--- src/rtl/dbg_auth_pkg.sv ---
// Shared constants for the keyed debug-authorization registers.
// Assumes a 12-bit offset space and 8-bit keys held in the top data byte.
package dbg_auth_pkg;
    localparam int KEY_W  = 8;
    localparam int PORT_W = 7;
    localparam int CPU_W  = 2;

    // Status offsets
    localparam int OFF_PORT_STAT = 'h200;
    localparam int OFF_CPU_STAT  = 'h210;

    // Writer table order: port set, port clear, cpu set, cpu clear
    localparam int NUM_WRITERS = 4;
    localparam int WR_PORT_SET = 0;
    localparam int WR_PORT_CLR = 1;
    localparam int WR_CPU_SET  = 2;
    localparam int WR_CPU_CLR  = 3;

    localparam int WR_OFFSET [NUM_WRITERS] = '{'h204, 'h208, 'h214, 'h218};
    localparam logic [KEY_W-1:0] WR_KEY [NUM_WRITERS] = '{8'hA5, 8'h22, 8'h39, 8'h7D};

    // Reset values and writable masks
    localparam logic [PORT_W-1:0] PORT_RST  = 7'h13;
    localparam logic [PORT_W-1:0] PORT_MASK = 7'h75;
    localparam logic [CPU_W-1:0]  CPU_RST   = 2'b00;
    localparam logic [CPU_W-1:0]  CPU_MASK  = 2'b11;
endpackage

--- src/rtl/auth_lock.sv ---
// Sticky lock for the authorization words.
// Assumes lock_req is a synchronous level; it stays set until reset.
module auth_lock (
    input  logic clk,
    input  logic rst_n,
    input  logic lock_req,
    output logic wr_allow
);
    logic locked_q;

    // Capture the lock request and hold it until reset
    always_ff @(posedge clk) begin
        if (!rst_n) locked_q <= 1'b0;
        else        locked_q <= locked_q | lock_req;
    end

    // A request blocks the write in its own cycle as well
    always_comb wr_allow = !locked_q && !lock_req;
endmodule

--- src/rtl/auth_key_match.sv ---
// Decodes one keyed write register: offset match plus key match in the top byte.
// Assumes wr_en is already gated by the lock.
module auth_key_match #(
    parameter int ADDR_W = 12,
    parameter int DATA_W = 32,
    parameter int KEY_W  = 8,
    parameter int OFFSET = 0,
    parameter logic [KEY_W-1:0] KEY = '0
) (
    input  logic              wr_en,
    input  logic [ADDR_W-1:0] addr,
    input  logic [DATA_W-1:0] wdata,
    output logic              hit
);
    localparam int KEY_MSB = DATA_W - 1;

    // Offset and key must both match
    always_comb hit = wr_en && (addr == ADDR_W'(OFFSET)) && (wdata[KEY_MSB -: KEY_W] == KEY);
endmodule

--- src/rtl/auth_setclr_reg.sv ---
// Authorization word updated only by write-one-to-set and write-one-to-clear strobes.
// Bits outside WR_MASK are constants at their reset value.
// Assumes set_stb and clr_stb are never high together.
module auth_setclr_reg #(
    parameter int WIDTH = 7,
    parameter logic [WIDTH-1:0] RST_VAL = '0,
    parameter logic [WIDTH-1:0] WR_MASK = '1
) (
    input  logic             clk,
    input  logic             rst_n,
    input  logic             set_stb,
    input  logic             clr_stb,
    input  logic [WIDTH-1:0] bits,
    output logic [WIDTH-1:0] q
);
    logic unused_fixed;
    always_comb unused_fixed = ^(bits & ~WR_MASK);

    for (genvar i = 0; i < WIDTH; i++) begin : g_bit
        if (WR_MASK[i]) begin : g_rw
            logic bit_q;
            // Apply a set or clear to this writable bit
            always_ff @(posedge clk) begin
                if (!rst_n)                  bit_q <= RST_VAL[i];
                else if (set_stb && bits[i]) bit_q <= 1'b1;
                else if (clr_stb && bits[i]) bit_q <= 1'b0;
            end
            assign q[i] = bit_q;
        end else begin : g_fixed
            assign q[i] = RST_VAL[i];
        end
    end
endmodule

--- src/rtl/dbg_auth_regs.sv ---
// Top of the keyed debug-authorization registers: lock, key decode,
// the two authorization words and combinational read-back.
// Assumes one offset per write and read data taken the same cycle.
module dbg_auth_regs
    import dbg_auth_pkg::*;
#(
    parameter int ADDR_W = 12,
    parameter int DATA_W = 32
) (
    input  logic              clk,
    input  logic              rst_n,
    input  logic              bus_wr,
    input  logic [ADDR_W-1:0] bus_addr,
    input  logic [DATA_W-1:0] bus_wdata,
    input  logic              lock_req,
    output logic [DATA_W-1:0] bus_rdata,
    output logic [PORT_W-1:0] port_auth,
    output logic [CPU_W-1:0]  cpu_auth
);
    logic                   wr_allow;
    logic                   wr_gated;
    logic [NUM_WRITERS-1:0] hit;
    logic                   unused_mid;

    always_comb unused_mid = ^bus_wdata[DATA_W-KEY_W-1:PORT_W];

    auth_lock u_lock (
        .clk      (clk),
        .rst_n    (rst_n),
        .lock_req (lock_req),
        .wr_allow (wr_allow)
    );

    // Writes pass only while unlocked
    always_comb wr_gated = bus_wr && wr_allow;

    for (genvar g = 0; g < NUM_WRITERS; g++) begin : g_dec
        auth_key_match #(
            .ADDR_W (ADDR_W),
            .DATA_W (DATA_W),
            .KEY_W  (KEY_W),
            .OFFSET (WR_OFFSET[g]),
            .KEY    (WR_KEY[g])
        ) u_match (
            .wr_en (wr_gated),
            .addr  (bus_addr),
            .wdata (bus_wdata),
            .hit   (hit[g])
        );
    end

    auth_setclr_reg #(
        .WIDTH   (PORT_W),
        .RST_VAL (PORT_RST),
        .WR_MASK (PORT_MASK)
    ) u_port (
        .clk     (clk),
        .rst_n   (rst_n),
        .set_stb (hit[WR_PORT_SET]),
        .clr_stb (hit[WR_PORT_CLR]),
        .bits    (bus_wdata[PORT_W-1:0]),
        .q       (port_auth)
    );

    auth_setclr_reg #(
        .WIDTH   (CPU_W),
        .RST_VAL (CPU_RST),
        .WR_MASK (CPU_MASK)
    ) u_cpu (
        .clk     (clk),
        .rst_n   (rst_n),
        .set_stb (hit[WR_CPU_SET]),
        .clr_stb (hit[WR_CPU_CLR]),
        .bits    (bus_wdata[CPU_W-1:0]),
        .q       (cpu_auth)
    );

    // Read-back: status words only; keyed registers and holes read zero
    always_comb begin
        bus_rdata = '0;
        if (bus_addr == ADDR_W'(OFF_PORT_STAT))
            bus_rdata = {{(DATA_W-PORT_W){1'b0}}, port_auth};
        else if (bus_addr == ADDR_W'(OFF_CPU_STAT))
            bus_rdata = {{(DATA_W-CPU_W){1'b0}}, cpu_auth};
    end
endmodule

--- config.mk ---
export PLATFORM = sky130hd
export DESIGN_NAME = dbg_auth_regs
export DESIGN_NICKNAME = d
export VERILOG_FILES = /design/src/rtl/dbg_auth_pkg.sv /design/src/rtl/auth_lock.sv /design/src/rtl/auth_key_match.sv /design/src/rtl/auth_setclr_reg.sv /design/src/rtl/dbg_auth_regs.sv
export SDC_FILE = /design/constraint.sdc
export NUM_CORES = 1
export LEC_CHECK = 0
export ABC_AREA = 1
export BUFFER_PORTS_ARGS = -buffer_cell sky130_fd_sc_hd__buf_2
export CORE_MARGIN = 2
export CORE_UTILIZATION = 33
export DETAILED_ROUTE_END_ITERATION = 8
export HOLD_SLACK_MARGIN = 0.05
export PLACE_DENSITY_LB_ADDON = 0.3
export SYNTH_ARGS = -nofsm -noshare
export SYNTH_HDL_FRONTEND = slang
export SYNTH_SLANG_ARGS = --single-unit
--- constraint.sdc ---
create_clock -name clk -period 0.9 [get_ports clk]
set_input_delay 0.09 -clock clk [delete_from_list [all_inputs] [get_ports clk]]
set_output_delay 0.09 -clock clk [all_outputs]
set_load 0.02 [all_outputs]
After elaboration in Yosys (flattened, before gate mapping)
Index checks and enable logic that the tools add are counted.

Output and inout bits: 41. Input bits: 48. Flip-flop bits (word level): 8. Logic and storage cells: 65.

Equality and inequality tests: 10. Multiplexer cells: 12. Reductions and logical operators: 33. Bitwise operators: 2.

Operator list (number): $eq 12x10->1 const B (6); $logic_and 1x1->1 (24); $eq 8x6->1 const B (2); $mux 1 (10); $reduce_bool 2->1 (5); $eq 8x7->1 const B (1); $eq 8x8->1 const B (1); $mux 7 (1); $reduce_or 2->1 (2); $logic_not 1->1 (2); $mux 2 (1); $not 1->1 (1); $or 1x1->1 (1).

Longest topological paths before layout
Word-level depth: 8. Mapped depth: 8. Depth with buffers taken out: 8.

By module
From an unflattened synthesis, not the netlist that was laid out.

Cells, all modules: 204. Area total of the unflattened synthesis: 1092.3 um^2.

Modules (own cells, without submodules): dbg_auth_regs (area an instance 342.8 um^2, cells each 59, sequential area each 0.0 um^2, instances 1); auth_setclr_reg (u_port) (area an instance 245.2 um^2, cells each 35, sequential area each 100.1 um^2, instances 1); auth_key_match (g_dec[3].u_match) (area an instance 100.1 um^2, cells each 23, sequential area each 0.0 um^2, instances 1); auth_key_match (g_dec[2].u_match) (area an instance 95.1 um^2, cells each 24, sequential area each 0.0 um^2, instances 1); auth_key_match (g_dec[0].u_match) (area an instance 93.8 um^2, cells each 23, sequential area each 0.0 um^2, instances 1); auth_setclr_reg (u_cpu) (area an instance 91.3 um^2, cells each 13, sequential area each 40.0 um^2, instances 1); auth_key_match (g_dec[1].u_match) (area an instance 90.1 um^2, cells each 23, sequential area each 0.0 um^2, instances 1); auth_lock (area an instance 33.8 um^2, cells each 4, sequential area each 20.0 um^2, instances 1).

Worst setup path before layout
OpenSTA, ideal clock, no wires.

Path kind: flip-flop to flip-flop. Start point: register u_lock.locked_q. End point: register u_port.g_bit[0].g_rw.bit_q. Stages on the path, launching flop included: 7. Path buffers: 0. Library setup time: 0.114 ns. Path slack: -0.110 ns. Clock period less this slack: 1.010 ns. Data required time: 0.786 ns. Data arrival time: 0.896 ns. Cells stage by stage: dfxtp_1 > nor2_4 > nand2_4 > nor2_4 > nand3_2 > o21ai_1 > nand2_1.

Cells in the longest elaborated chain, start to end: 7. Elaborated cells between the ends (all ways): 10. Classes of those cells: reduce/logical (10).

Ends and longest elaborated chain: from (decl) (line auth_lock.sv:9) `logic locked_q;`; from (signal assigned) (line auth_lock.sv:14) `else locked_q <= locked_q | lock_req;`; $logic_not 1->1 (*) (line auth_lock.sv:18) `always_comb wr_allow = !locked_q && !lock_req;`; $logic_and 1x1->1 (*) (line auth_lock.sv:18); $logic_and 1x1->1 (*) (line dbg_auth_regs.sv:35) `always_comb wr_gated = bus_wr && wr_allow;`; $logic_and 1x1->1 (2 in a row) (line auth_key_match.sv:18) `always_comb hit = wr_en && (addr == ADDR_W'(OFFSET)) && (wdata[KEY_MSB -: KEY_W] == KEY);`; $logic_and 1x1->1 (line auth_setclr_reg.sv:25) `else if (set_stb && bits[i]) bit_q <= 1'b1;`; $reduce_or 2->1 (no line); to (signal assigned) (line auth_setclr_reg.sv:24) `if (!rst_n) bit_q <= RST_VAL[i];`; to (decl) (line auth_setclr_reg.sv:21) `logic bit_q;`.

Every way passes the cells marked *; elsewhere a longest branch is shown, timed or not. A chain may end at the register's enable or synchronous reset.

Worst setup path after layout
Ends and elaborated chain as after synthesis.

==> impl_metrics.env <==
export IMPL_synth_avg_cell_area_um2=6.16
export IMPL_crit_family="simple AND/OR/NAND/NOR gates"
export IMPL_peakVddDrop_mv=0.526
export IMPL_critPathLaunchType="flip-flop"
export IMPL_htreeDepth=1
export IMPL_clk_path_buf_depth=2
export IMPL_synth_area_um2=948
export IMPL_cpMostUsedCell="nor2_4"
export IMPL_endpoint_kind="flip-flop"
export IMPL_maxCapViolations=0
export IMPL_min_path_cells=3
export IMPL_final_cell_count_no_fill=226
export IMPL_cts_buffers=3
export IMPL_slowest_delay_ns=0.32
export IMPL_violations="negative setup slack"
export IMPL_syn_to_final_growth_pct=36.9
export IMPL_die_h_um=57.6
export IMPL_max_freq_ghz=0.918
export IMPL_finClkSkew_ns=0.000778
export IMPL_fin_ws_ns=-0.190
export IMPL_r2r_setup_slack_ns=-0.19
export IMPL_rr_worst_depth=6
export IMPL_regArea_um2=166
export IMPL_cts_tree="yes"
export IMPL_critical_path_class="flip-flop to flip-flop"
export IMPL_place_congestion=0.780
export IMPL_antenna_found_initial=0
export IMPL_finalWirelength_um=1950
export IMPL_clk_pin_slew_ns=0.06
export IMPL_dp_cells=221
export IMPL_grt_pass1_vias=748
export IMPL_syn_inst=154
export IMPL_grt_max_degree=9
export IMPL_diodes=0
export IMPL_yosys_register_bits=8
export IMPL_synth_warnings=0
export IMPL_reg2reg_to="u_port.g_bit[0].g_rw.bit_q"
export IMPL_synth_mux_area_share_pct=0
export IMPL_synthSimpleGateAreaFrac_pct=41.4
export IMPL_required_ns=1.05
export IMPL_root_buffer="clkbuf_4"
export IMPL_grt_pass1_wl_um=3050
export IMPL_reg2reg_from="u_lock.locked_q"
export IMPL_critPathArrivalTime_ns=1.24
export IMPL_die_area_um2=3320
export IMPL_period_share_pct=121
export IMPL_drive_above_1_share_pct=49.7
export IMPL_drt_first_pass_iters=4
export IMPL_wire_per_inst_um=8.62
export IMPL_setup_viol=13
export IMPL_pin_count=89
export IMPL_ys_types=18
export IMPL_crit_chain="nor2_4 -> nand2_4 -> nor2_4 -> nand3_2 -> o21ai_1 -> nand2_1"
export IMPL_min_to="u_lock.locked_q"
export IMPL_rows=19
export IMPL_fin_nets=245
export IMPL_mostFrequentLayoutCells="conb_1 (28), buf_2 (28), nand2_1 (18), nor2_1 (15)"
export IMPL_synth_adder_area_share_pct=0
export IMPL_synth_compound_area_share_pct=3.69
export IMPL_status="finished, violations left"
export IMPL_track_usage_pct=11.8
export IMPL_synthXorXnorAreaFrac_pct=0
export IMPL_via_count=942
export IMPL_holdCritStartpoint="lock_req"
export IMPL_p_leak_nw=0.642
export IMPL_ant_nets=0
export IMPL_insertion_delay_ns=0.25
export IMPL_synth_top_family_by_area="simple AND/OR/NAND/NOR gates"
export IMPL_hpwl_um=1590
export IMPL_drcViolationCount=0
export IMPL_io_buffers=42
export IMPL_synth_seq_area_share_pct=16.9
export IMPL_crit_buf_inv=0
export IMPL_worst_path_max_fanout=6
export IMPL_finalHoldViolCount=0
export IMPL_crit_slowest_cell="dfxtp_2"
export IMPL_grt_overflow_total=0
export IMPL_period_needed_ns=1.09
export IMPL_p_per_area_nw_per_um2=730
export IMPL_maxSlewViolCount=0
export IMPL_die_w_um=57.6
export IMPL_core_area_um2=2730
export IMPL_fill_cells=303
export IMPL_start_util_pct=34.7
export IMPL_setup_tns_ns=-1.50
export IMPL_first_iter_violations=13
export IMPL_multi_input_area_um2=648
export IMPL_cts_sinks=8
export IMPL_hold_buffers=0
export IMPL_rsz0062_at_grt="true"
export IMPL_min_path_type="input pin to flip-flop"
export IMPL_via_per_inst=4.17
## cells in the mapped netlist, drive strengths merged
cell	count	area share, %
nand3b	1	0.79
nand4	6	4.0
conb	2	0.79
o21ai	2	1.1
nand2	26	11
nand3	13	7.4
buf	36	28
dfxtp	8	17
nor2	33	18
a21oi	5	2.6
inv	22	8.7
## worst max path at each step
stage | end | slack (ns) | from | cells after the start
after floorplan | u_port.g_bit[0].g_rw.bit_q | -0.08 | u_lock.locked_q | 6
after global routing | u_port.g_bit[4].g_rw.bit_q | -0.27 | u_lock.locked_q | 6
final | u_port.g_bit[0].g_rw.bit_q | -0.19 | u_lock.locked_q | 6
after global placement | bus_rdata[2] | -0.20 | bus_addr[11] | 8
after CTS | u_port.g_bit[0].g_rw.bit_q | -0.18 | u_lock.locked_q | 6
after detailed placement | u_port.g_bit[2].g_rw.bit_q | -0.21 | bus_addr[11] | 9
## timing repair
action / in CTS / in global routing
pin swaps: 9 / 15
setup endpoints to repair: 14 / 16
gates resized for setup: 23 / 29
setup buffers: 2 / 0
## per-stage QoR
stage	hold WS [ns]	utilization, %	area [um2]	worst slack (ns)	total power, W
2_1_floorplan	0.214	-	1080	-0.0849	0.000638
3_3_place_gp	0.338	40.0	1090	-0.201	0.000636
3_5_place_dp	0.355	40.0	1090	-0.211	0.000637
4_1_cts	0.0750	44.2	1210	-0.184	0.000933
5_1_grt	0.0876	47.5	1300	-0.266	0.00101
6_report	0.0815	47.5	1300	-0.190	0.000948
## state kept, by name, indices dropped and copies added (netlist names)
signal and cells:
u_cpu.g_bit.g_rw.bit_q 2, u_lock.locked_q 1, u_port.g_bit.g_rw.bit_q 5
## power breakdown
part	internal (W)	switching, W	leakage (nW)	total (W)
Sequential	0.000358	0.00000254	0.0671	0.000360
Clock	0.000153	0.000127	0.0138	0.000280
Combinational	0.0000968	0.000211	0.562	0.000308
## layout make-up
class                   count  area share [%]
clock buffers               3            1.73
repair buffers             48            25.8
flip-flops and latches      8            12.8
well taps                  31            2.99
inverters                  22            6.74
multi-input cells         114            49.9
## worst reg2reg max path: cells and delay by family, from the launching register on
kind             cells  cell delay [ns]
flip-flops           1             0.32
AND/OR/NAND/NOR      5             0.53
AO/OA/AOI/OAI        1             0.14
## cell families (layout without fill, tap and decap cells)
logic type,Yosys count,count (layout)
flip-flops,8,8
AND/OR/NAND/NOR,79,79
buffers and inverters,58,73
other,2,28
AO/OA/AOI/OAI,7,7
## per-layer routing
layer / up-vias / global-route usage [%] / wire [um]
li1: 491 / - / -
met1: 399 / 14.6 / 736
met2: 50 / 20.0 / 1000
met3: 2 / 2.23 / 195
met4: 0 / 4.98 / 15
met5: - / 0 / 0
Note: power is estimated with default switching activity, not from simulation.
